## src/rtl/fuse_rd_pkg.sv

```systemverilog
package fuse_rd_pkg;
  localparam int FUSE_AW = 10;
  localparam int TFW     = 16;
  localparam int N_WIN   = 5;
  localparam int N_TIM   = 2 * N_WIN;

  localparam int W_CSB   = 0;
  localparam int W_PGENB = 1;
  localparam int W_LOAD  = 2;
  localparam int W_ADDR  = 3;
  localparam int W_STB   = 4;

  localparam logic [7:0] OFS_MODE = 8'h00;
  localparam logic [7:0] OFS_MAN  = 8'h04;
  localparam logic [7:0] OFS_RAW  = 8'h08;
  localparam logic [7:0] OFS_AUTO = 8'h10;
  localparam logic [7:0] OFS_STAT = 8'h14;
  localparam logic [7:0] OFS_WORD = 8'h18;
  localparam logic [7:0] OFS_TIM0 = 8'h28;
  localparam logic [7:0] TIM_SPAN = 8'(4 * (N_TIM - 1));

  // index 0..4 program windows, 5..9 read windows
  function automatic logic [31:0] tim_default(int idx);
    case (idx)
      0, 1, 2, 3: return {16'd0, 16'd1130};
      4:          return {16'd110, 16'd1110};
      5, 6, 7:    return {16'd0, 16'd11};
      8:          return {16'd2, 16'd10};
      default:    return {16'd5, 16'd8};
    endcase
  endfunction
endpackage

```

## src/rtl/fuse_rd_regs.sv

```systemverilog
module fuse_rd_regs
  import fuse_rd_pkg::*;
#(
  parameter int AW = FUSE_AW
) (
  input  logic                        clk_i,
  input  logic                        rst_ni,
  input  logic                        we_i,
  input  logic [7:0]                  addr_i,
  input  logic [31:0]                 wdata_i,
  output logic [31:0]                 rdata_o,
  input  logic                        busy_i,
  input  logic [AW-1:0]               addr_lat_i,
  input  logic                        done_i,
  input  logic                        cap_en_i,
  input  logic [31:0]                 cap_data_i,
  input  logic [31:0]                 raw_i,
  output logic                        user_mode_o,
  output logic                        man_csb_o,
  output logic                        man_stb_o,
  output logic                        man_load_o,
  output logic                        man_pgenb_o,
  output logic [AW-1:0]               man_addr_o,
  output logic [N_WIN-1:0][31:0]      rd_tim_o,
  output logic                        start_req_o,
  output logic [AW-1:0]               start_addr_o,
  output logic                        finish_o
);
  logic [N_TIM-1:0][31:0] tim_q;
  logic [7:0]  tim_off;
  logic        tim_hit;
  logic [5:0]  tim_idx;
  logic        mode_q, finish_q;
  logic [31:0] word_q;
  logic        clr_req;

  assign tim_off = addr_i - OFS_TIM0;
  assign tim_hit = (tim_off <= TIM_SPAN) && (tim_off[1:0] == 2'b00);
  assign tim_idx = tim_off[7:2];

  for (genvar g = 0; g < N_TIM; g++) begin : g_tim
    always_ff @(posedge clk_i or negedge rst_ni) begin
      if (!rst_ni) tim_q[g] <= tim_default(g);
      else if (we_i && tim_hit && tim_idx == 6'(g)) tim_q[g] <= wdata_i;
    end
  end

  for (genvar g = 0; g < N_WIN; g++) begin : g_rd
    assign rd_tim_o[g] = tim_q[N_WIN + g];
  end

  always_ff @(posedge clk_i or negedge rst_ni) begin
    if (!rst_ni) begin
      mode_q      <= 1'b1;
      man_csb_o   <= 1'b1;
      man_pgenb_o <= 1'b1;
      man_load_o  <= 1'b0;
      man_stb_o   <= 1'b0;
      man_addr_o  <= '0;
    end else if (we_i) begin
      if (addr_i == OFS_MODE) mode_q <= wdata_i[0];
      if (addr_i == OFS_MAN) begin
        man_csb_o   <= wdata_i[0];
        man_stb_o   <= wdata_i[1];
        man_load_o  <= wdata_i[2];
        man_pgenb_o <= wdata_i[3];
        man_addr_o  <= wdata_i[6 +: AW];
      end
    end
  end

  assign clr_req = we_i && addr_i == OFS_STAT && wdata_i[0];

  // completion wins over a same-edge clear
  always_ff @(posedge clk_i or negedge rst_ni) begin
    if (!rst_ni)      finish_q <= 1'b0;
    else if (done_i)  finish_q <= 1'b1;
    else if (clr_req) finish_q <= 1'b0;
  end

  always_ff @(posedge clk_i or negedge rst_ni) begin
    if (!rst_ni)        word_q <= '0;
    else if (cap_en_i)  word_q <= cap_data_i;
  end

  assign user_mode_o  = mode_q;
  assign finish_o     = finish_q;
  assign start_req_o  = we_i && addr_i == OFS_AUTO && wdata_i[1:0] == 2'b11 && !mode_q;
  assign start_addr_o = wdata_i[16 +: AW];

  always_comb begin
    rdata_o = '0;
    case (addr_i)
      OFS_MODE: rdata_o[0] = mode_q;
      OFS_MAN: begin
        rdata_o[0]      = man_csb_o;
        rdata_o[1]      = man_stb_o;
        rdata_o[2]      = man_load_o;
        rdata_o[3]      = man_pgenb_o;
        rdata_o[6 +: AW] = man_addr_o;
      end
      OFS_RAW:  rdata_o = raw_i;
      OFS_AUTO: begin
        rdata_o[1:0]      = {busy_i, busy_i};
        rdata_o[16 +: AW] = addr_lat_i;
      end
      OFS_STAT: rdata_o[0] = finish_q;
      OFS_WORD: rdata_o = word_q;
      default: begin
        for (int i = 0; i < N_TIM; i++)
          if (tim_hit && tim_idx == 6'(i)) rdata_o = tim_q[i];
      end
    endcase
  end


  finish_set_chk: assert property (@(posedge clk_i) disable iff (!rst_ni)
    done_i |=> finish_q);
endmodule

```

## src/rtl/fuse_rd_timer.sv

```systemverilog
module fuse_rd_timer
  import fuse_rd_pkg::*;
#(
  parameter int AW = FUSE_AW,
  parameter int CW = TFW
) (
  input  logic                     clk_i,
  input  logic                     rst_ni,
  input  logic                     start_req_i,
  input  logic [AW-1:0]            start_addr_i,
  input  logic [N_WIN-1:0][CW-1:0] end_i,
  output logic                     busy_o,
  output logic [CW-1:0]            cnt_o,
  output logic [AW-1:0]            addr_lat_o,
  output logic                     done_o
);
  logic          busy_q;
  logic [CW-1:0] cnt_q, max_end;
  logic [AW-1:0] addr_q;

  always_comb begin
    max_end = '0;
    for (int i = 0; i < N_WIN; i++)
      if (end_i[i] > max_end) max_end = end_i[i];
  end

  assign done_o = busy_q && cnt_q == max_end;

  always_ff @(posedge clk_i or negedge rst_ni) begin
    if (!rst_ni) begin
      busy_q <= 1'b0;
      cnt_q  <= '0;
      addr_q <= '0;
    end else if (!busy_q) begin
      if (start_req_i) begin
        busy_q <= 1'b1;
        cnt_q  <= '0;
        addr_q <= start_addr_i;
      end
    end else if (done_o) begin
      busy_q <= 1'b0;
    end else begin
      cnt_q <= cnt_q + 1'b1;
    end
  end

  assign busy_o     = busy_q;
  assign cnt_o      = cnt_q;
  assign addr_lat_o = addr_q;


  end_at_max_chk: assert property (@(posedge clk_i) disable iff (!rst_ni)
    $fell(busy_q) |-> $past(cnt_q) == $past(max_end));

  busy_start_ignored_chk: assert property (@(posedge clk_i) disable iff (!rst_ni)
    busy_q && start_req_i |=> $stable(addr_q));
endmodule

```

## src/rtl/fuse_rd_pins.sv

```systemverilog
module fuse_rd_pins
  import fuse_rd_pkg::*;
#(
  parameter int AW = FUSE_AW,
  parameter int CW = TFW
) (
  input  logic                  clk_i,
  input  logic                  rst_ni,
  input  logic                  user_mode_i,
  input  logic                  busy_i,
  input  logic [CW-1:0]         cnt_i,
  input  logic [N_WIN-1:0][31:0] tim_i,
  input  logic [AW-1:0]         addr_lat_i,
  input  logic                  man_csb_i,
  input  logic                  man_stb_i,
  input  logic                  man_load_i,
  input  logic                  man_pgenb_i,
  input  logic [AW-1:0]         man_addr_i,
  output logic                  fz_csb_o,
  output logic                  fz_pgenb_o,
  output logic                  fz_load_o,
  output logic                  fz_strobe_o,
  output logic [AW-1:0]         fz_addr_o,
  output logic                  cap_en_o
);
  logic [N_WIN-1:0] act;

  for (genvar g = 0; g < N_WIN; g++) begin : g_win
    assign act[g] = busy_i && cnt_i >= tim_i[g][16 +: CW] && cnt_i <= tim_i[g][0 +: CW];
  end

  assign cap_en_o = act[W_STB] && cnt_i == tim_i[W_STB][0 +: CW];

  always_comb begin
    if (user_mode_i) begin
      fz_csb_o    = man_csb_i;
      fz_pgenb_o  = man_pgenb_i;
      fz_load_o   = man_load_i;
      fz_strobe_o = man_stb_i;
      fz_addr_o   = man_addr_i;
    end else begin
      fz_csb_o    = !act[W_CSB];
      fz_pgenb_o  = !act[W_PGENB];
      fz_load_o   = act[W_LOAD];
      fz_strobe_o = act[W_STB];
      fz_addr_o   = act[W_ADDR] ? addr_lat_i : '0;
    end
  end


  idle_pins_chk: assert property (@(posedge clk_i) disable iff (!rst_ni)
    !user_mode_i && !busy_i |-> fz_csb_o && fz_pgenb_o && !fz_load_o && !fz_strobe_o);
endmodule

```

## src/rtl/fuse_rd_seq.sv

```systemverilog
module fuse_rd_seq
  import fuse_rd_pkg::*;
#(
  parameter int AW = FUSE_AW,
  parameter int CW = TFW
) (
  input  logic          clk_i,
  input  logic          rst_ni,
  input  logic          bus_we_i,
  input  logic [7:0]    bus_addr_i,
  input  logic [31:0]   bus_wdata_i,
  output logic [31:0]   bus_rdata_o,
  output logic          fz_csb_o,
  output logic          fz_pgenb_o,
  output logic          fz_load_o,
  output logic          fz_strobe_o,
  output logic [AW-1:0] fz_addr_o,
  input  logic [31:0]   fz_dout_i,
  output logic          finish_o
);
  logic                     user_mode, busy, done, cap_en, start_req;
  logic                     man_csb, man_stb, man_load, man_pgenb;
  logic [AW-1:0]            man_addr, addr_lat, start_addr;
  logic [CW-1:0]            cnt;
  logic [N_WIN-1:0][31:0]   rd_tim;
  logic [N_WIN-1:0][CW-1:0] win_end;

  for (genvar g = 0; g < N_WIN; g++) begin : g_end
    assign win_end[g] = rd_tim[g][0 +: CW];
  end

  fuse_rd_regs #(.AW(AW)) u_regs (
    .clk_i, .rst_ni,
    .we_i(bus_we_i), .addr_i(bus_addr_i), .wdata_i(bus_wdata_i), .rdata_o(bus_rdata_o),
    .busy_i(busy), .addr_lat_i(addr_lat), .done_i(done),
    .cap_en_i(cap_en), .cap_data_i(fz_dout_i), .raw_i(fz_dout_i),
    .user_mode_o(user_mode), .man_csb_o(man_csb), .man_stb_o(man_stb),
    .man_load_o(man_load), .man_pgenb_o(man_pgenb), .man_addr_o(man_addr),
    .rd_tim_o(rd_tim), .start_req_o(start_req), .start_addr_o(start_addr),
    .finish_o(finish_o)
  );

  fuse_rd_timer #(.AW(AW), .CW(CW)) u_timer (
    .clk_i, .rst_ni,
    .start_req_i(start_req), .start_addr_i(start_addr), .end_i(win_end),
    .busy_o(busy), .cnt_o(cnt), .addr_lat_o(addr_lat), .done_o(done)
  );

  fuse_rd_pins #(.AW(AW), .CW(CW)) u_pins (
    .clk_i, .rst_ni,
    .user_mode_i(user_mode), .busy_i(busy), .cnt_i(cnt), .tim_i(rd_tim),
    .addr_lat_i(addr_lat), .man_csb_i(man_csb), .man_stb_i(man_stb),
    .man_load_i(man_load), .man_pgenb_i(man_pgenb), .man_addr_i(man_addr),
    .fz_csb_o, .fz_pgenb_o, .fz_load_o, .fz_strobe_o, .fz_addr_o,
    .cap_en_o(cap_en)
  );


  capture_on_strobe_chk: assert property (@(posedge clk_i) disable iff (!rst_ni)
    cap_en && !user_mode |-> fz_strobe_o);

  start_only_auto_chk: assert property (@(posedge clk_i) disable iff (!rst_ni)
    $rose(busy) |-> !$past(user_mode));
endmodule

```

## config.mk

```make
export PLATFORM = sky130hd
export DESIGN_NAME = fuse_rd_seq
export DESIGN_NICKNAME = d
export VERILOG_FILES = /design/src/rtl/fuse_rd_pkg.sv /design/src/rtl/fuse_rd_regs.sv /design/src/rtl/fuse_rd_timer.sv /design/src/rtl/fuse_rd_pins.sv /design/src/rtl/fuse_rd_seq.sv
export SDC_FILE = /design/constraint.sdc
export NUM_CORES = 1
export LEC_CHECK = 0
export BUFFER_PORTS_ARGS = -buffer_cell sky130_fd_sc_hd__buf_2
export CAP_MARGIN = 25
export CORE_ASPECT_RATIO = 1.5
export CORE_UTILIZATION = 55
export DETAILED_ROUTE_END_ITERATION = 8
export PLACE_DENSITY_LB_ADDON = 0.2
export SLEW_MARGIN = 25
export SYNTH_ARGS = -nofsm -noshare
export SYNTH_HDL_FRONTEND = slang
export SYNTH_SLANG_ARGS = --single-unit
```

## constraint.sdc

```tcl
create_clock -name clk_i -period 11.5 [get_ports clk_i]
set_clock_uncertainty 0.1 [all_clocks]
set_input_delay 1.15 -clock clk_i [delete_from_list [all_inputs] [get_ports clk_i]]
set_output_delay 1.15 -clock clk_i [all_outputs]
set_load 0.01 [all_outputs]
```

-- Word level (Yosys, flattened, before mapping)
Index checks and enable logic that the tools add are counted.
- mux-type cells: 36
- equality and inequality tests: 18
- divide/modulo/power cells: 0
- shift operators: 0
- $add $sub $neg: 2
- reduce and logical (&&, ||, !) cells: 55
- bitwise operators: 1
- order comparisons: 16
- multipliers: 0
- operators with widths (kind ; count):
    $mux W32 ; 10
    $mux W16 ; 8
    $ge A16 B16 Y1 ; 5
    $le A16 B16 Y1 ; 5
    $pmux W10 S4 ; 2
    $gt A16 B16 Y1 ; 4
    $logic_and A1 B1 Y1 ; 39
    $eq A16 B16 Y1 ; 2
    $eq A6 B3 Y1 const B ; 4
    $eq A8 B5 Y1 const B ; 3
    $mux W10 ; 2
    $pmux W6 S3 ; 1
    $add A16 B1 Y16 const B ; 1
    $gt A16 B1 Y1 const B ; 1
    $eq A6 B2 Y1 const B ; 2
    $eq A6 B4 Y1 const B ; 2
    $mux W1 ; 9
    $eq A8 B3 Y1 const B ; 1
    $eq A8 B4 Y1 const B ; 1
    $le A8 B6 Y1 const B ; 1
    $logic_not A8 Y1 ; 1
    $pmux W2 S4 ; 1
    $reduce_and A2 Y1 ; 4
    $sub A8 B6 Y8 const B ; 1
    14 further kinds ; 18
- bits in latches: 0
- logic and storage cells: 149
- bits in read-only memories: 0
- register bits after elaboration: 395
- output and inout bits: 47
- memory bits (writable): 0
- memories: 0

-- Depth between registers and ports, before layout
- depth after elaboration: 15
- mapped depth: 48
- depth with buffers taken out: 42

-- Hierarchy
Synthesis repeated with hierarchy kept, for this count alone.
- cell total of the unflattened synthesis: 2744
- area total of the unflattened synthesis: 27516.4 µm²
- modules (own cells, without submodules) (module ; instances ; sequential area each (µm²) ; area each (µm²) ; cells an instance):
    fuse_rd_regs ; 1 ; 9268.9 ; 18848.1 ; 1606
    fuse_rd_timer ; 1 ; 675.6 ; 4521.8 ; 575
    fuse_rd_pins ; 1 ; 0.0 ; 4146.5 ; 563

-- Least setup slack after synthesis
No wires, ideal clock.
- kind: register to register
- from: register u_regs.tim_q (netlist bit u_regs.rd_tim_o[14])
- to: register u_timer.cnt_q[12], in the netlist u_timer.cnt_o[12]
- buffers on the path: 6
- period minus slack after synthesis: 9.160 ns
- arrival: 8.938 ns
- cell stages (with the launch flop): 40
- required time: 11.278 ns
- library setup time: 0.122 ns
- slack: 2.340 ns
- cells stage by stage: dfrtp_1 inv_1 ha_1 nand4_1 or4_4 or3_1 nand2_1 clkbuf_1 a21oi_1 ha_1 nand4_1 or2_2 o221ai_1 nor2_1 a21o_1 o21ai_2 clkbuf_1 nand2_1 (+4 left out) nand2_1 nor4_1 o21ai_0 a31oi_1 clkbuf_1 clkbuf_1 mux2_2 ha_1 nand2_1 nor4_1 o21ai_0 a31oi_1 mux2_2 o221a_2 o21ai_2 buf_6 nand2_2 a32o_1
- longest elaborated chain between the ends: 14
- RTL lines (what ; RTL line ; text):
    start, declared ; fuse_rd_regs.sv:29 ; logic [N_TIM-1:0][31:0] tim_q;
    start signal, assigned by index ; fuse_rd_regs.sv:43 ; if (!rst_ni) tim_q[g] <= tim_default(g);
    start signal, assigned by index ; fuse_rd_regs.sv:44 ; else if (we_i && tim_hit && tim_idx == 6'(g)) tim_q[g] <= wdata_i;
    $gt A16 B1 Y1 ; fuse_rd_timer.sv:24 ; if (end_i[i] > max_end) max_end = end_i[i];
    $mux W16 (*) ; fuse_rd_timer.sv:24 ;
    $gt A16 B16 Y1 ; fuse_rd_timer.sv:24 ;
    $mux W16 (*) ; fuse_rd_timer.sv:24 ;
    $gt A16 B16 Y1 ; fuse_rd_timer.sv:24 ;
    $mux W16 (*) ; fuse_rd_timer.sv:24 ;
    $gt A16 B16 Y1 ; fuse_rd_timer.sv:24 ;
    $mux W16 (*) ; fuse_rd_timer.sv:24 ;
    $gt A16 B16 Y1 ; fuse_rd_timer.sv:24 ;
    $mux W16 (*) ; fuse_rd_timer.sv:24 ;
    $eq A16 B16 Y1 (*) ; fuse_rd_timer.sv:27 ; assign done_o = busy_q && cnt_q == max_end;
    $logic_and A1 B1 Y1 (*) ; fuse_rd_timer.sv:27 ;
    $ne A2 B2 Y1 (no line) (*) ; n/a ;
    $reduce_and A2 Y1 (no line) (*) ; n/a ;
    end signal, assigned ; fuse_rd_timer.sv:43 ; cnt_q <= cnt_q + 1'b1;
    end, declared ; fuse_rd_timer.sv:18 ; logic [CW-1:0] cnt_q, max_end;
Every way passes the cells marked *; elsewhere a longest branch is shown, timed or not.
A chain may end at the register's enable or synchronous reset.

-- Worst setup path after layout
- from: register u_regs.tim_q (netlist bit u_regs.rd_tim_o[13])
- to: register u_timer.cnt_q[13], in the netlist u_timer.cnt_o[13]
The elaborated chain is that of the path after synthesis.

==> impl_metrics.env <==
export IMPL_firstDrtPassIters=6
export IMPL_period_share=0.9339
export IMPL_port_buffers=121
export IMPL_crit_required_ns=11.84
export IMPL_initial_utilization=0.5559
export IMPL_synth_edff_count=0
export IMPL_area_growth_pct=11.30
export IMPL_vias=21350
export IMPL_synth_mux_area_frac=0.1134
export IMPL_cts_resized=0
export IMPL_htree_num_levels=2
export IMPL_setup_tns_final_ns=0
export IMPL_vdd_ir_drop_worst_mv=0.3053
export IMPL_p_clk_frac=0.250
export IMPL_internal_power_mw=3.186
export IMPL_post_cts_buffers=0
export IMPL_grt_pass1_wl_microns=143000
export IMPL_p_sw_mw=2.327
export IMPL_dieWidth_microns=173.7
export IMPL_dpl_cell_area_sq_um=25680
export IMPL_worst_pin_slew_ns=1.103
export IMPL_post_synth_cell_area_avg_sq_um=9.686
export IMPL_worst_setup_path_end_kind="register"
export IMPL_seqPwrFrac=0.284
export IMPL_clk_pin_slew_worst_paths_ns=0.06
export IMPL_synth_area_sq_um=24320
export IMPL_dieArea_sq_um=45080
export IMPL_yosys_area_share_simple=0.1226
export IMPL_cts_buffers=41
export IMPL_wl_per_cell_microns=31.25
export IMPL_numPlacedInstances=3105
export IMPL_power_leakage_nw=13.80
export IMPL_synth_top_family_by_area="compound AO/OA/AOI/OAI gates"
export IMPL_crit_slowest_cell="a31oi_4"
export IMPL_status="complete, no violations"
export IMPL_postRouteAntennaNets=0
export IMPL_synth_top_area_frac=0.3570
export IMPL_chipHeight_microns=259.6
export IMPL_pwr_share_comb=0.465
export IMPL_start_kind="register"
export IMPL_drive_above_1_share=0.2140
export IMPL_synth_xor_area_share=0.01044
export IMPL_globalplace_congestion=1.064
export IMPL_switching_share=0.4221
export IMPL_grt_util_met2=0.7299
export IMPL_slew_headroom=0.2643
export IMPL_antenna_found_initial=3
export IMPL_met3_usage=0.07176
export IMPL_synth_cell_types=66
export IMPL_hold_slack_ns=0.4090
export IMPL_cts_root_buf="clkbuf_16"
export IMPL_top_usage_layer="met2"
export IMPL_critPathArrivalTime_ns=11.08
export IMPL_layout_setup_ws_ns=0.7598
export IMPL_powerDensity_nw_per_um2=203.6
export IMPL_cp_top_family="compound AO/OA/AOI/OAI gates"
export IMPL_grt_util_met1=0.4809
export IMPL_ys_seq_area_frac=0.4089
export IMPL_setup_viol=0
export IMPL_grt_max_degree=112
export IMPL_worst_skew_pair_late_latency_ns=0.56
export IMPL_fin_crit_ns=10.74
export IMPL_final_common_cell="dfrtp_1"
export IMPL_mostFrequentLayoutCells="dfrtp_1, nand2_1, mux2_2"
export IMPL_path_buf_inv=2
export IMPL_ys_warn_count=0
export IMPL_post_place_ws_ns=0.8721
export IMPL_hold_path_class="reg2reg"
export IMPL_final_hold_viol_count=0
export IMPL_worstSetupPathType="reg2reg"
export IMPL_grt_pass1_vias=21390
export IMPL_synth_compound_area_frac=0.1737
export IMPL_worstPathMaxFanout=22
export IMPL_drc=0
export IMPL_grt_overflow=0
export IMPL_postSynth_asyncResetShare=1.000
export IMPL_grt_setup_unrepaired="no"
export IMPL_synthAdderAreaFrac=0.1152
export IMPL_maxCapViolations=0
export IMPL_finalInstanceArea_sq_um=27070
export IMPL_coreArea_sq_um=43750
export IMPL_post_dp_hpwl_microns=72000
export IMPL_avgViaCountPerCell=6.712
export IMPL_cts_buffer_depth=3
export IMPL_num_io_pins=122
export IMPL_row_count=94
export IMPL_cts_tree="yes"
export IMPL_max_stage_delay_ns=0.65
export IMPL_synth_ff_type="dfrtp_1"
export IMPL_fmax_mhz=93.11
export IMPL_cts_sinks=395
export IMPL_ys_ff_latch=395
export IMPL_wl_microns=99410
export IMPL_synthTopCellsByArea="dfrtp_1, ha_1, mux2_2, dfstp_2, o21ai_0"
export IMPL_grt_total_usage=0.4422
export IMPL_report_final_slew_viol_count=0
export IMPL_cts_hold_buf=0
export IMPL_yosys_area_top_type="dfrtp_1"
export IMPL_synth_nets=2810
export IMPL_final_nets=2871
export IMPL_syn_inst=2511
export IMPL_instances_no_fill=3181
export IMPL_drtIter0Drc=2170
## worst register-to-register path: cells and delay by family, from the launching register on
family	cells	cell delay [ns]
compound gates	16	4.38
fa+ha+maj	4	1.29
buf+inv	2	0.35
flops	1	0.47
mux	2	0.82
simple gates	10	3.25
## Yosys cell counts (all sizes together), types with 3 or more instances
library cell and count:
dfrtp 347, nand2 288, mux2 229, ha 224
o21ai 222, inv 194, clkbuf 149, a22oi 79
a21oi 78, nand3 73, nand4 64, a21o 63
nor2 62, a222oi 50, dfstp 48, a221oi 36
nor3 32, nor2b 25, nand2b 24, o21a 20
mux2i 18, o22ai 18, nor4 17, and2 16
xnor2 16, xor2 13, buf 12, a22o 9
a32o 7, a211o 6, a31oi 6, or4 6
and3 5, nand3b 5, a2111oi 4, a31o 4
a41o 4, o2111ai 4, or3 4, a211oi 3
a21boi 3, nand4b 3, or2 3
## metrics by stage
step,power (mW),util
2_1_floorplan,3.338,-
3_3_place_gp,4.021,0.5843
3_5_place_dp,4.085,0.5871
4_1_cts,5.457,0.6184
5_1_grt,5.803,0.6187
6_report,5.512,0.6187
## worst paths after layout
check | from | end | slack [ns] | depth (start not counted)
max | u_regs.rd_tim_o[13]$_DFFE_PN0P_ | u_timer.cnt_o[13]$_DFFE_PN0P_ | 0.76 | 34
min | u_regs.tim_q[158]$_DFFE_PN0P_ | u_regs.tim_q[158]$_DFFE_PN0P_ | 0.41 | 1
max reg2reg | u_regs.rd_tim_o[13]$_DFFE_PN0P_ | u_timer.cnt_o[13]$_DFFE_PN0P_ | 0.76 | 34
min reg2reg | u_regs.tim_q[158]$_DFFE_PN0P_ | u_regs.tim_q[158]$_DFFE_PN0P_ | 0.41 | 1
max in group asynchronous | rst_ni | u_regs.tim_q[61]$_DFFE_PN0P_ | 8.59 | 3
min in group asynchronous | rst_ni | u_regs.rd_tim_o[111]$_DFFE_PN0P_ | 0.55 | 1
## area by class of cell
| cell class | instances | area, sq um |
|---|---|---|
| Clock buffer | 59 | 1195 |
| Clock inverter | 15 | 175.2 |
| Fill cell | 3746 | 16680 |
| Tap cell | 576 | 720.7 |
| Timing Repair Buffer | 179 | 1139 |
| Sequential cell | 395 | 9945 |
| Multi-Input combinational cell | 1760 | 13160 |
| Antenna cell | 2 | 5.005 |
| Inverter | 195 | 732.0 |
## per-layer routing
layer / routed length (microns) / part of all wire / up-vias
li1: - / - / 9240
met1: 33650 / 0.34 / 10580
met2: 47110 / 0.47 / 1119
met3: 7354 / 0.074 / 410
met4: 11280 / 0.11 / 2
met5: 13 / 0.00013 / -
## registers in the layout, indices dropped and copies added, names as in the netlist
signal	flops
u_regs.rd_tim_o	160
u_regs.tim_q	160
u_regs.word_q	32
u_timer.cnt_o	16
u_regs.man_addr_o	10
u_timer.addr_lat_o	10
u_regs.finish_o	1
u_regs.man_csb_o	1
u_regs.man_load_o	1
u_regs.man_pgenb_o	1
u_regs.man_stb_o	1
u_regs.user_mode_o	1
u_timer.busy_o	1
## kinds of logic (layout without fill, tap and decap cells)
family,Yosys count,in the layout
other cells,0,2
flops,395,395
mux,247,247
simple gates,629,629
compound gates,631,631
buf+inv,356,448
xor+xnor,29,29
fa+ha+maj,224,224
## power groups by stage
stage	registers (mW)	logic [mW]	clock network, mW
floorplan	1.55	1.79	0
global placement	1.58	2.44	0
detailed placement	1.59	2.50	0
CTS	1.56	2.51	1.39
global route	1.57	2.80	1.44
finish	1.57	2.57	1.38
No activity file was read; power rests on OpenSTA's default activity.
